--- src/rtl/ctl_pkg.sv ---
package ctl_pkg;
  localparam int CW_W  = 12;
  localparam int OPC_W = 4;

  typedef struct packed {
    logic pc_inc;
    logic pc_drive;
    logic mar_load_n;
    logic mem_drive_n;
    logic ir_load_n;
    logic ir_drive_n;
    logic acc_load_n;
    logic acc_drive;
    logic alu_sub;
    logic alu_drive;
    logic breg_load_n;
    logic out_load_n;
  } ctl_word_t;

  localparam ctl_word_t CW_IDLE = ctl_word_t'(12'h3E3);

  localparam logic [OPC_W-1:0] OPC_LOAD = 4'b0000;
  localparam logic [OPC_W-1:0] OPC_ADD  = 4'b0001;
  localparam logic [OPC_W-1:0] OPC_SUB  = 4'b0010;
  localparam logic [OPC_W-1:0] OPC_OUT  = 4'b1110;
  localparam logic [OPC_W-1:0] OPC_HALT = 4'b1111;

  // step is zero-based: 0..2 fetch, 3..5 execute
  function automatic ctl_word_t step_word(input int step, input logic [OPC_W-1:0] opc);
    ctl_word_t w;
    w = CW_IDLE;
    case (step)
      0: begin w.pc_drive = 1'b1; w.mar_load_n = 1'b0; end
      1: w.pc_inc = 1'b1;
      2: begin w.mem_drive_n = 1'b0; w.ir_load_n = 1'b0; end
      3: begin
        if (opc == OPC_LOAD || opc == OPC_ADD || opc == OPC_SUB) begin
          w.ir_drive_n = 1'b0; w.mar_load_n = 1'b0;
        end else if (opc == OPC_OUT) begin
          w.acc_drive = 1'b1; w.out_load_n = 1'b0;
        end
      end
      4: begin
        if (opc == OPC_LOAD) begin
          w.mem_drive_n = 1'b0; w.acc_load_n = 1'b0;
        end else if (opc == OPC_ADD || opc == OPC_SUB) begin
          w.mem_drive_n = 1'b0; w.breg_load_n = 1'b0;
        end
      end
      5: begin
        if (opc == OPC_ADD || opc == OPC_SUB) begin
          w.alu_drive = 1'b1; w.acc_load_n = 1'b0;
          w.alu_sub = (opc == OPC_SUB);
        end
      end
      default: w = CW_IDLE;
    endcase
    return w;
  endfunction
endpackage

--- src/rtl/ctl_ring.sv ---
module ctl_ring #(
  parameter int T_COUNT   = 6,
  parameter int HALT_STEP = 4
) (
  input  logic               clk,
  input  logic               rst,
  input  logic               hlt_req,
  output logic [T_COUNT-1:0] ring,
  output logic               halted
);
  localparam logic [T_COUNT-1:0] RING_INIT = T_COUNT'(1);

  always_ff @(posedge clk) begin
    if (rst) begin
      ring   <= RING_INIT;
      halted <= 1'b0;
    end else if (!halted) begin
      if (ring[HALT_STEP-1] && hlt_req) begin
        halted <= 1'b1;
      end else begin
        ring <= {ring[T_COUNT-2:0], ring[T_COUNT-1]};
      end
    end
  end

  AST_RESET_T1: assert property (@(posedge clk) rst |=> (ring == RING_INIT && !halted));
  AST_RING_ONEHOT: assert property (@(posedge clk) disable iff (rst) $onehot(ring));
  AST_RING_WRAP: assert property (@(posedge clk) disable iff (rst) (ring[T_COUNT-1] && !halted) |=> ring[0]);
  AST_HALT_STICKY: assert property (@(posedge clk) disable iff (rst) halted |=> halted);
  AST_HALT_FREEZE: assert property (@(posedge clk) disable iff (rst) halted |=> $stable(ring));
  AST_HALT_AT_STEP: assert property (@(posedge clk) disable iff (rst) $rose(halted) |-> ring[HALT_STEP-1]);
endmodule

--- src/rtl/ctl_decode.sv ---
module ctl_decode
  import ctl_pkg::*;
#(
  parameter int T_COUNT = 6
) (
  input  logic [T_COUNT-1:0] ring,
  input  logic [OPC_W-1:0]   opcode,
  input  logic               halted,
  output ctl_word_t          cw
);
  logic [CW_W-1:0] delta [T_COUNT];
  logic [CW_W-1:0] merged;

  // one-hot AND-OR mux over differences from the idle word
  for (genvar k = 0; k < T_COUNT; k++) begin : g_step
    assign delta[k] = ring[k] ? (step_word(k, opcode) ^ CW_IDLE) : '0;
  end

  always_comb begin
    merged = '0;
    for (int k = 0; k < T_COUNT; k++) merged = merged | delta[k];
    cw = halted ? CW_IDLE : ctl_word_t'(merged ^ CW_IDLE);
  end
endmodule

--- src/rtl/ctl_sequencer.sv ---
module ctl_sequencer
  import ctl_pkg::*;
#(
  parameter int T_COUNT   = 6,
  parameter int HALT_STEP = 4,
  parameter int OP_W      = OPC_W
) (
  input  logic               clk,
  input  logic               rst,
  input  logic [OP_W-1:0]    opcode,
  output logic [CW_W-1:0]    ctl_word,
  output logic [T_COUNT-1:0] t_state,
  output logic               halted
);
  logic [T_COUNT-1:0] ring;
  logic               halt_q;
  ctl_word_t          cw;

  ctl_ring #(.T_COUNT(T_COUNT), .HALT_STEP(HALT_STEP)) u_ring (
    .clk    (clk),
    .rst    (rst),
    .hlt_req(opcode == OPC_HALT),
    .ring   (ring),
    .halted (halt_q)
  );

  ctl_decode #(.T_COUNT(T_COUNT)) u_decode (
    .ring  (ring),
    .opcode(opcode),
    .halted(halt_q),
    .cw    (cw)
  );

  assign ctl_word = cw;
  assign t_state  = ring;
  assign halted   = halt_q;

  AST_ONE_BUS_DRIVER: assert property (@(posedge clk) disable iff (rst)
    $countones({cw.pc_drive, !cw.mem_drive_n, !cw.ir_drive_n, cw.acc_drive, cw.alu_drive}) <= 1);
  AST_SUB_NEEDS_ALU: assert property (@(posedge clk) disable iff (rst) cw.alu_sub |-> cw.alu_drive);
  AST_HALT_QUIET: assert property (@(posedge clk) disable iff (rst) halt_q |-> (cw == CW_IDLE));
  AST_FETCH_LOADS_IR: assert property (@(posedge clk) disable iff (rst) !cw.ir_load_n |-> ring[2]);
endmodule

--- config.mk ---
export PLATFORM = sky130hd
export DESIGN_NAME = ctl_sequencer
export DESIGN_NICKNAME = d
export VERILOG_FILES = /design/src/rtl/ctl_pkg.sv /design/src/rtl/ctl_ring.sv /design/src/rtl/ctl_decode.sv /design/src/rtl/ctl_sequencer.sv
export SDC_FILE = /design/constraint.sdc
export NUM_CORES = 1
export LEC_CHECK = 0
export ABC_AREA = 1
export BUFFER_PORTS_ARGS = -buffer_cell sky130_fd_sc_hd__buf_2
export CORE_AREA = 2 2 39 41
export CTS_CLUSTER_SIZE = 8
export DETAILED_ROUTE_END_ITERATION = 7
export DIE_AREA = 0 0 41 43
export HOLD_SLACK_MARGIN = 0.1
export PLACE_DENSITY = 0.61
export SLEW_MARGIN = 30
export SYNTH_ARGS = -nofsm -noshare
export SYNTH_HDL_FRONTEND = slang
export SYNTH_HIERARCHICAL = 1
export SYNTH_SLANG_ARGS = --single-unit
--- constraint.sdc ---
create_clock -name clk -period 2.58 [get_ports clk]
set_clock_uncertainty 0.2 [all_clocks]
set_input_delay 0 -clock clk [delete_from_list [all_inputs] [get_ports clk]]
set_output_delay 0 -clock clk [all_outputs]
set_load 0.005 [all_outputs]
==> impl_metrics.ini, run 1 <==
[run_status]
status = completed

[synthesis]
ys_seq_elements = 7
syn_avg_cell_area_um2 = 6.07
synth_top_family_by_area = simple AND/OR/NAND/NOR gates
synthAdderAreaFrac = 0
ys_seq_area_frac = 0.312
synth_area_um2 = 449
synth_top_cell_by_area = dfxtp_1
syn-num-nets = 80
ys_types = 14
synth_warnings = 6
synthSimpleGateAreaFrac = 0.448
synth_compound_area_frac = 0.0975
synthCells = 74
synth_xor_area_frac = 0
yosysTopAreaCellShare = 0.312
synth_mux_area_frac = 0
synth_area_leaders = dfxtp_1 31%, inv_1 11%, nand2_1 11%

[clocking]
root_buffer = clkbuf_4
h-tree-depth = 1
hold_buffers = 5
path_clk_slew_ps = 50
cts_resized = 0
cts_buffer_depth = 2
clock_latency_ps = 250
clock-sinks = 7
postCtsSetupBuffers = 0
cts_tree = yes
cts_buffers = 3

[global_routing]
antenna_found_initial = 0
grt_max_degree = 11
grt_first_pass_wirelength_um = 1630
overflow = 0
grt_pass1_vias = 414
grt_usage = 0.137

[power]
total_power_mw = 0.259
peakVddDrop_v = 0.000216
power_density_mw_per_mm2 = 389
leakagePower_nw = 0.383

[worst_setup_path]
path_buf_inv = 4
cp-end-kind = register
worstSetupStartpoint = opcode[3]
worst_path_most_repeated_cell = dlygate4sd3_1
cp_slowest_cell = dlygate4sd3_1
cp.arrival_ps = 2280
path_cells = dlygate4sd3_1 -> buf_2 -> nand2_1 -> dlygate4sd3_1 -> nor2_1 -> nand2_4 -> dlygate4sd3_1 -> nand3_1 -> nand3_1
regToRegStartpoint = u_ring/halted$_SDFF_PP0_
path_max_fanout = 9
critical_path_required_ps = 2510
cp-start-kind = input port
regToRegSetupSlack_ps = 1000
path_class = in2reg
max_stage_delay_ps = 580
crit_family = buffers and inverters

[layout]
areaGrowthSynthToFinish_pct = 48.2
multi_input_area_um2 = 245
nets = 114
fillers = 161
n_antenna_cell = 0
final_cells = 123
utilization = 0.481
drive_above_1_share = 0.374
register_area_um2 = 140

[place]
dp_cells = 114
gp_congestion = 0.706
hpwl_um = 840
port_buffers = 24

[worst_hold_path]
hold_path_startpoint = opcode[1]
hold_class = in2reg

[die]
core_area_mm2 = 0.00138
dieHeight_um = 43
num_rows = 14
dieArea_mm2 = 0.00176
fp.dieW_um = 41
io_pins = 25
start_util = 0.325

[sta]
finalCriticalPeriod_ps = 2360
tns_ps = 0
slew_headroom = 0.816
setup_viol = 0
maxSlewViolCount = 0
grt_setup_unrepaired = false
hold_viol = 0
worst_pin_slew_ps = 275
fmax_ghz = 0.425
period_share = 0.913

[route]
num_vias = 543
drt-total-wl_um = 1110
via_per_inst = 4.41
antenna_left = 0
first_iter_violations = 9
dr.pass1.iters = 4
drc = 0
wire_per_inst_um = 9.05

[job]
drv_cap = 0
-- layout by cell type, fill, tap and decap left out --
master and instances:
buf_2 24, nand2_1 13, inv_1 13, nor2_1 11
nand3_1 9, dfxtp_1 7, dlygate4sd3_1 5, nor2_2 5
a21oi_1 5, inv_2 4, clkbuf_4 3, o21ai_0 2
clkbuf_1 1, nor2_4 1, o21ai_2 1, and3_1 1
nand2_4 1, nand2_2 1
-- registers in the layout, indices dropped and copies added, names as in the netlist --
register / flops
u_ring/halted: 1
u_ring/ring: 6
-- metal layers --
metal  GRT usage  share of wire  routed length, um
met5           0              0                  0
met4       0.100         0.0072                  8
met3      0.0314          0.074                 82
met2       0.203           0.45                505
met1       0.162           0.46                516
-- through the flow --
stage                     setup WS (ps)  hold slack (ps)  instance area, um2
after floorplan                    1530             -131                 449
after global placement             1410            -27.6                 589
after detailed placement           1400            -29.0                 589
after CTS                           224              103                 666
after global routing                153              155                 666
final                               224              120                 666
-- synth_stat cells --
master and number:
inv_1 13, nand2_1 13, nor2_1 11, nand3_1 9, dfxtp_1 7, a21oi_1 5
nor2_2 5, inv_2 4, o21ai_0 2, and3_1 1, nand2_2 1, nand2_4 1
nor2_4 1, o21ai_2 1
-- power breakdown --
| group | switching, mW | internal [mW] | leakage, nW |
|---|---|---|---|
| sequential | 0.00442 | 0.113 | 0.0574 |
| combinational | 0.0237 | 0.0206 | 0.311 |
| clock | 0.0385 | 0.0589 | 0.0150 |
| total | 0.0667 | 0.192 | 0.383 |
-- worst reg2reg max path: cells and delay by family (launching register included) --
kind            cells  cell delay (ps)
buf+inv             2              700
flops               1              470
compound gates      1              160
-- logic make-up after synthesis --
group,count (synthesis)
AO/OA/AOI/OAI,8
AND/OR/NAND/NOR,42
buffers and inverters,17
flip-flops,7
-- area by class of cell --
cell class                      count  area share
Clock buffer                        4      0.0395
Inverter                           17      0.0959
Multi-Input combinational cell     50       0.368
Sequential cell                     7       0.211
Tap cell                           16      0.0301
Timing Repair Buffer               29       0.256
-- worst paths after layout --
check,to,cells after the start
worst min register to register,u_ring/ring[4]$_SDFFE_PP0P_,2
worst max-delay path,u_ring/ring[0]$_SDFFE_PP1P_,9
worst min-delay path,u_ring/ring[2]$_SDFFE_PP0P_,6
worst max register to register,u_ring/halted$_SDFF_PP0_,3
No activity file was read; power rests on OpenSTA's default activity.
==> inputs of run 2 (changes only) <==
--- a/config.mk
+++ b/config.mk
@@ -5,7 +5,7 @@
 export SDC_FILE = /design/constraint.sdc
 export NUM_CORES = 1
 export LEC_CHECK = 0
-export ABC_AREA = 1
+export ABC_AREA = 0
 export BUFFER_PORTS_ARGS = -buffer_cell sky130_fd_sc_hd__buf_2
 export CORE_AREA = 2 2 39 41
 export CTS_CLUSTER_SIZE = 8
==> impl_metrics.ini, run 2 <==
[layout]
largest_register = u_ring/ring
reg_top3 = u_ring/ring x6, u_ring/halted x1
multi_input_area_um2 = 292
n_antenna_cell = 0
areaGrowthSynthToFinish_pct = 36.7
register_area_um2 = 140
fillers = 150
layout_commonest_cell = buf_2
largest_reg_flops = 6
drive_above_1_share = 0.418
finalInstanceArea_um2 = 616
nets = 86
mostFrequentLayoutCells = 24 x buf_2, 7 x dfxtp_1, 6 x nand2b_1

[clocking]
root_buffer = clkbuf_4
h-tree-depth = 1
cts_buffer_depth = 2
clock-sinks = 7
path_clk_slew_ps = 50
cts_tree = yes
cts_buffers = 3
clock_latency_ps = 250

[route]
via_per_inst = 4.84
drt-total-wl_um = 1060
first_iter_violations = 4
antenna_left = 0
drc = 0
dr.pass1.iters = 4
num_vias = 460
wire_per_inst_um = 11.1

[die]
num_rows = 14
core_area_mm2 = 0.00138
dieArea_mm2 = 0.00176
io_pins = 25
start_util = 0.325
fp.dieW_um = 41
dieHeight_um = 43

[worst_setup_path]
crit_family = simple AND/OR/NAND/NOR gates
path_max_fanout = 11
max_stage_delay_ps = 420
critical_path_required_ps = 2380
cp.arrival_ps = 1310
cp_slowest_cell = dfxtp_1
path_buf_inv = 2
path_class = reg2out
cp-start-kind = register
cp-end-kind = output pin
path_cells = nor2b_1 -> and4_4 -> inv_2 -> buf_2

[power]
combinationalPowerShare = 0.154
p_sw_mw = 0.0622
power_density_mw_per_mm2 = 411
switching_share = 0.246
leakagePower_nw = 0.302
peakVddDrop_v = 0.000224
internal_power_mw = 0.191
p_seq_frac = 0.460
clkPwrFrac = 0.386

[sta]
period_share = 0.587
hold_viol = 0
slew_headroom = 0.725
finalCriticalPeriod_ps = 1510
setup_viol = 0
worst_pin_slew_ps = 411
maxSlewViolCount = 0
grt_setup_unrepaired = false
tns_ps = 0
fmax_ghz = 0.661

[global_routing]
grt_usage = 0.129
grt_pass1_vias = 372
antenna_found_initial = 0
grt_max_degree = 12
overflow = 0
grt_first_pass_wirelength_um = 1540

[synthesis]
yosysTopAreaCellShare = 0.311
synth_top_cell_by_area = dfxtp_1
synth_area_um2 = 450
synthFlopType = dfxtp_1
synth_area_leaders = dfxtp_1 31%, mux2i_1 11%, nand2b_1 8.3%
syn-num-nets = 57
synth_warnings = 6
syn_avg_cell_area_um2 = 8.83
netlist_top_cells_count = 7 x dfxtp_1, 6 x nand2b_1, 5 x mux2i_1, 5 x nor2_1
ys_types = 25
ys_seq_area_frac = 0.311
yosysMostFrequentCell = dfxtp_1
ys_seq_elements = 7
synthCells = 51
synthArstFlopShare = 0
synth_edf_count = 0

[worst_hold_path]
hold_class = in2out

[place]
port_buffers = 24
hpwl_um = 807
gp_congestion = 0.663
dpl_cell_area_um2 = 579

[job]
drv_cap = 0

[run_status]
status = completed
## run 2: cell type report
type | instances | area share
multi-input cells | 41 | 0.474
flip-flops and latches | 7 | 0.228
repair buffers | 25 | 0.211
clock buffers | 4 | 0.0427
well taps | 16 | 0.0325
inverters | 2 | 0.0122
## run 2: worst paths after layout
path,startpoint,end,slack [ps],depth (start not counted)
worst max-delay path,u_ring/halted$_SDFF_PP0_,ctl_word[0],1070,4
worst min-delay path,opcode[2],ctl_word[6],160,4
worst max register to register,u_ring/halted$_SDFF_PP0_,u_ring/ring[2]$_SDFFE_PP0P_,1420,2
worst min register to register,u_ring/ring[1]$_SDFFE_PP0P_,u_ring/ring[1]$_SDFFE_PP0P_,310,2
## run 2: logic make-up (layout without fill, tap and decap cells)
family | count (synthesis) | after routing | share of synthesized area
simple gates | 28 | 28 | 0.394
mux | 5 | 5 | 0.111
flops | 7 | 7 | 0.311
buf+inv | 3 | 31 | 0.0416
compound gates | 8 | 8 | 0.142
## run 2: worst register-to-register path: cells and delay by family, from the launching register on
| kind | cells | cell delay (ps) |
|---|---|---|
| flip-flops | 1 | 420 |
| AO/OA/AOI/OAI | 1 | 270 |
| multiplexers | 1 | 200 |
## run 2: per-layer routing
metal,global-route usage,routed length [um],share of wire
met1,0.162,473,0.45
met2,0.188,467,0.44
met3,0.0157,111,0.10
met4,0.100,6,0.0057
met5,0,0,0
## run 2: power by group through the flow
| stage | Clock, mW | Sequential [mW] | Combinational, mW |
|---|---|---|---|
| 2_1_floorplan | 0 | 0.118 | 0.0207 |
| 3_3_place_gp | 0 | 0.119 | 0.0375 |
| 3_5_place_dp | 0 | 0.119 | 0.0382 |
| 4_1_cts | 0.104 | 0.117 | 0.0395 |
| 5_1_grt | 0.108 | 0.117 | 0.0433 |
| 6_report | 0.0975 | 0.116 | 0.0390 |
## run 2: stage by stage
stage	instances	hold slack (ps)	worst slack, ps	utilization	power, mW
floorplan	51	-118	1470	-	0.139
global placement	90	79.4	1360	0.419	0.156
detailed placement	90	92.0	1330	0.419	0.157
CTS	95	153	1060	0.445	0.260
global route	95	181	987	0.445	0.268
finish	95	157	1070	0.445	0.253
## run 2: what timing repair did
action / 4_1_cts / 5_1_grt
hold buffers: 1 / 0
setup buffers: 0 / 0
endpoints found under the hold margin: 7 / 0
resized for setup: 0 / 0
==> inputs of run 3 (changes only) <==
==> constraint.sdc (replaced) <==
create_clock -name clk -period 1.5 [get_ports clk]
set_clock_uncertainty 0.2 [all_clocks]
set_input_delay 0 -clock clk [delete_from_list [all_inputs] [get_ports clk]]
set_output_delay 0 -clock clk [all_outputs]
set_load 0.005 [all_outputs]
==> impl_metrics.ini, run 3 (synthesis gave the netlist of run 2 again) <==
[worst_setup_path]
timing.rr.end = u_ring/ring[5]$_SDFFE_PP0P_
cp.arrival_ps = 1210
path_cells = nor3_4 -> o21a_1 -> and2_1 -> buf_2
regToRegStartpoint = u_ring/halted$_SDFF_PP0_
path_max_fanout = 11
regToRegSetupSlack_ps = 390
critical_path_required_ps = 1300
cp-start-kind = register
cp-end-kind = output pin
max_stage_delay_ps = 390
crit_family = flip-flops
reg2regPathDepth = 2
path_class = reg2out
cp_slowest_cell = dfxtp_2
path_buf_inv = 1

[job]
drv_cap = 0

[power]
peakVddDrop_v = 0.000338
power_density_mw_per_mm2 = 698
leakagePower_nw = 0.303

[worst_hold_path]
hold_end = ctl_word[5]
hold_class = in2out
hold_path_startpoint = opcode[3]
min_path_cells = 4

[route]
antenna_left = 0
drc = 0
dr.max_layer_used = met4
wl_met3_um = 98
wl_met1_um = 482
via_per_inst = 4.73
dr.pass1.iters = 3
wl_met2_um = 436
wire_per_inst_um = 10.8
drt-total-wl_um = 1020
num_vias = 449
first_iter_violations = 5

[clocking]
cts_buffers = 3
h-tree-depth = 1
cts_buffer_depth = 2
clock-sinks = 7
path_clk_slew_ps = 50
cts_tree = yes
root_buffer = clkbuf_4
clock_latency_ps = 240

[layout]
reg_top3 = u_ring/ring x6, u_ring/halted x1
n_antenna_cell = 0
layout_commonest_cell = buf_2
areaGrowthSynthToFinish_pct = 37.8
mostFrequentLayoutCells = 24 x buf_2, 6 x nand2b_1, 5 x nor2_1, 5 x mux2i_1, 5 x dfxtp_1
largest_register = u_ring/ring
nets = 86
utilization = 0.448
drive_above_1_share = 0.456
register_area_um2 = 143
fillers = 151
largest_reg_flops = 6
multi_input_area_um2 = 294
final_cells = 95

[die]
start_util = 0.325
num_rows = 14
dieArea_mm2 = 0.00176
dieHeight_um = 43
io_pins = 25
fp.dieW_um = 41
core_area_mm2 = 0.00138

[global_routing]
grt_usage = 0.122
grt_pass1_vias = 365
overflow = 0
grt_first_pass_wirelength_um = 1470
grt_max_degree = 12
antenna_found_initial = 0

[sta]
tns_ps = 0
worst_slack_ps = 90.2
grt_setup_unrepaired = false
maxSlewViolCount = 0
worst_pin_slew_ps = 247
period_share = 0.940
hold_viol = 0
setup_viol = 0
slew_headroom = 0.835
finalCriticalPeriod_ps = 1410
fmax_ghz = 0.709

[place]
dp_cells = 90
gp_congestion = 0.663
pre_cts_ws_ps = 259
port_buffers = 24
hpwl_um = 806

[run_status]
status = completed
[run 3: cell counts in the layout (fill, tap and decap cells not counted)]
No cell type changed its count.
[run 3: final cells by class]
| cell class | instances | share of cell area |
|---|---|---|
| Multi-Input combinational cell | 41 | 0.474 |
| Sequential cell | 7 | 0.230 |
| Timing Repair Buffer | 25 | 0.210 |
| Clock buffer | 4 | 0.0423 |
| Tap cell | 16 | 0.0323 |
| Inverter | 2 | 0.0121 |
[run 3: power by group]
| part | internal [mW] | total, mW | switching [mW] |
|---|---|---|---|
| logic | 0.0343 | 0.0668 | 0.0326 |
| registers | 0.193 | 0.201 | 0.00770 |
| clock network | 0.101 | 0.166 | 0.0645 |
[run 3: through the flow]
step                power [mW]  area (um2)  hold WS [ps]
floorplan                0.239         450          -118
global placement         0.268         579          79.3
detailed placement       0.269         579          85.1
CTS                      0.443         617           142
global route             0.457         621           166
finish                   0.433         621           139
[run 3: worst min-delay path: stages]
cell and delay [ps]:
buf_2 130, nor3_4 60, nand2_1 50, buf_2 100
[run 3: how the worst max path moves through the flow]
| stage | depth (start not counted) | end | from | slack [ps] |
|---|---|---|---|---|
| 2_1_floorplan | 3 | ctl_word[0] | u_ring/halted$_SDFF_PP0_ | 390 |
| 3_3_place_gp | 4 | ctl_word[2] | u_ring/halted$_SDFF_PP0_ | 280 |
| 3_5_place_dp | 4 | ctl_word[0] | u_ring/halted$_SDFF_PP0_ | 260 |
| 4_1_cts | 4 | ctl_word[0] | u_ring/ring[3]$_SDFFE_PP0P_ | 6 |
| 5_1_grt | 4 | ctl_word[2] | u_ring/halted$_SDFF_PP0_ | 20 |
| 6_report | 4 | ctl_word[2] | u_ring/halted$_SDFF_PP0_ | 90 |
[run 3: per-layer routing]
| metal | global-route usage | up-vias |
|---|---|---|
| li1 | - | 232 |
| met1 | 0.159 | 195 |
| met2 | 0.178 | 20 |
| met3 | 0.0157 | 2 |
| met4 | 0.0800 | 0 |
| met5 | 0 | - |
[run 3: repair_timing]
action | in CTS | in global routing
pin swaps | 0 | 0
endpoints found under the hold margin | 7 | 0
resized for setup | 1 | 2
buffers inserted | 0 | 0
gates cloned | 0 | 0
hold buffers | 1 | 0
endpoints found under the setup margin | 3 | 2
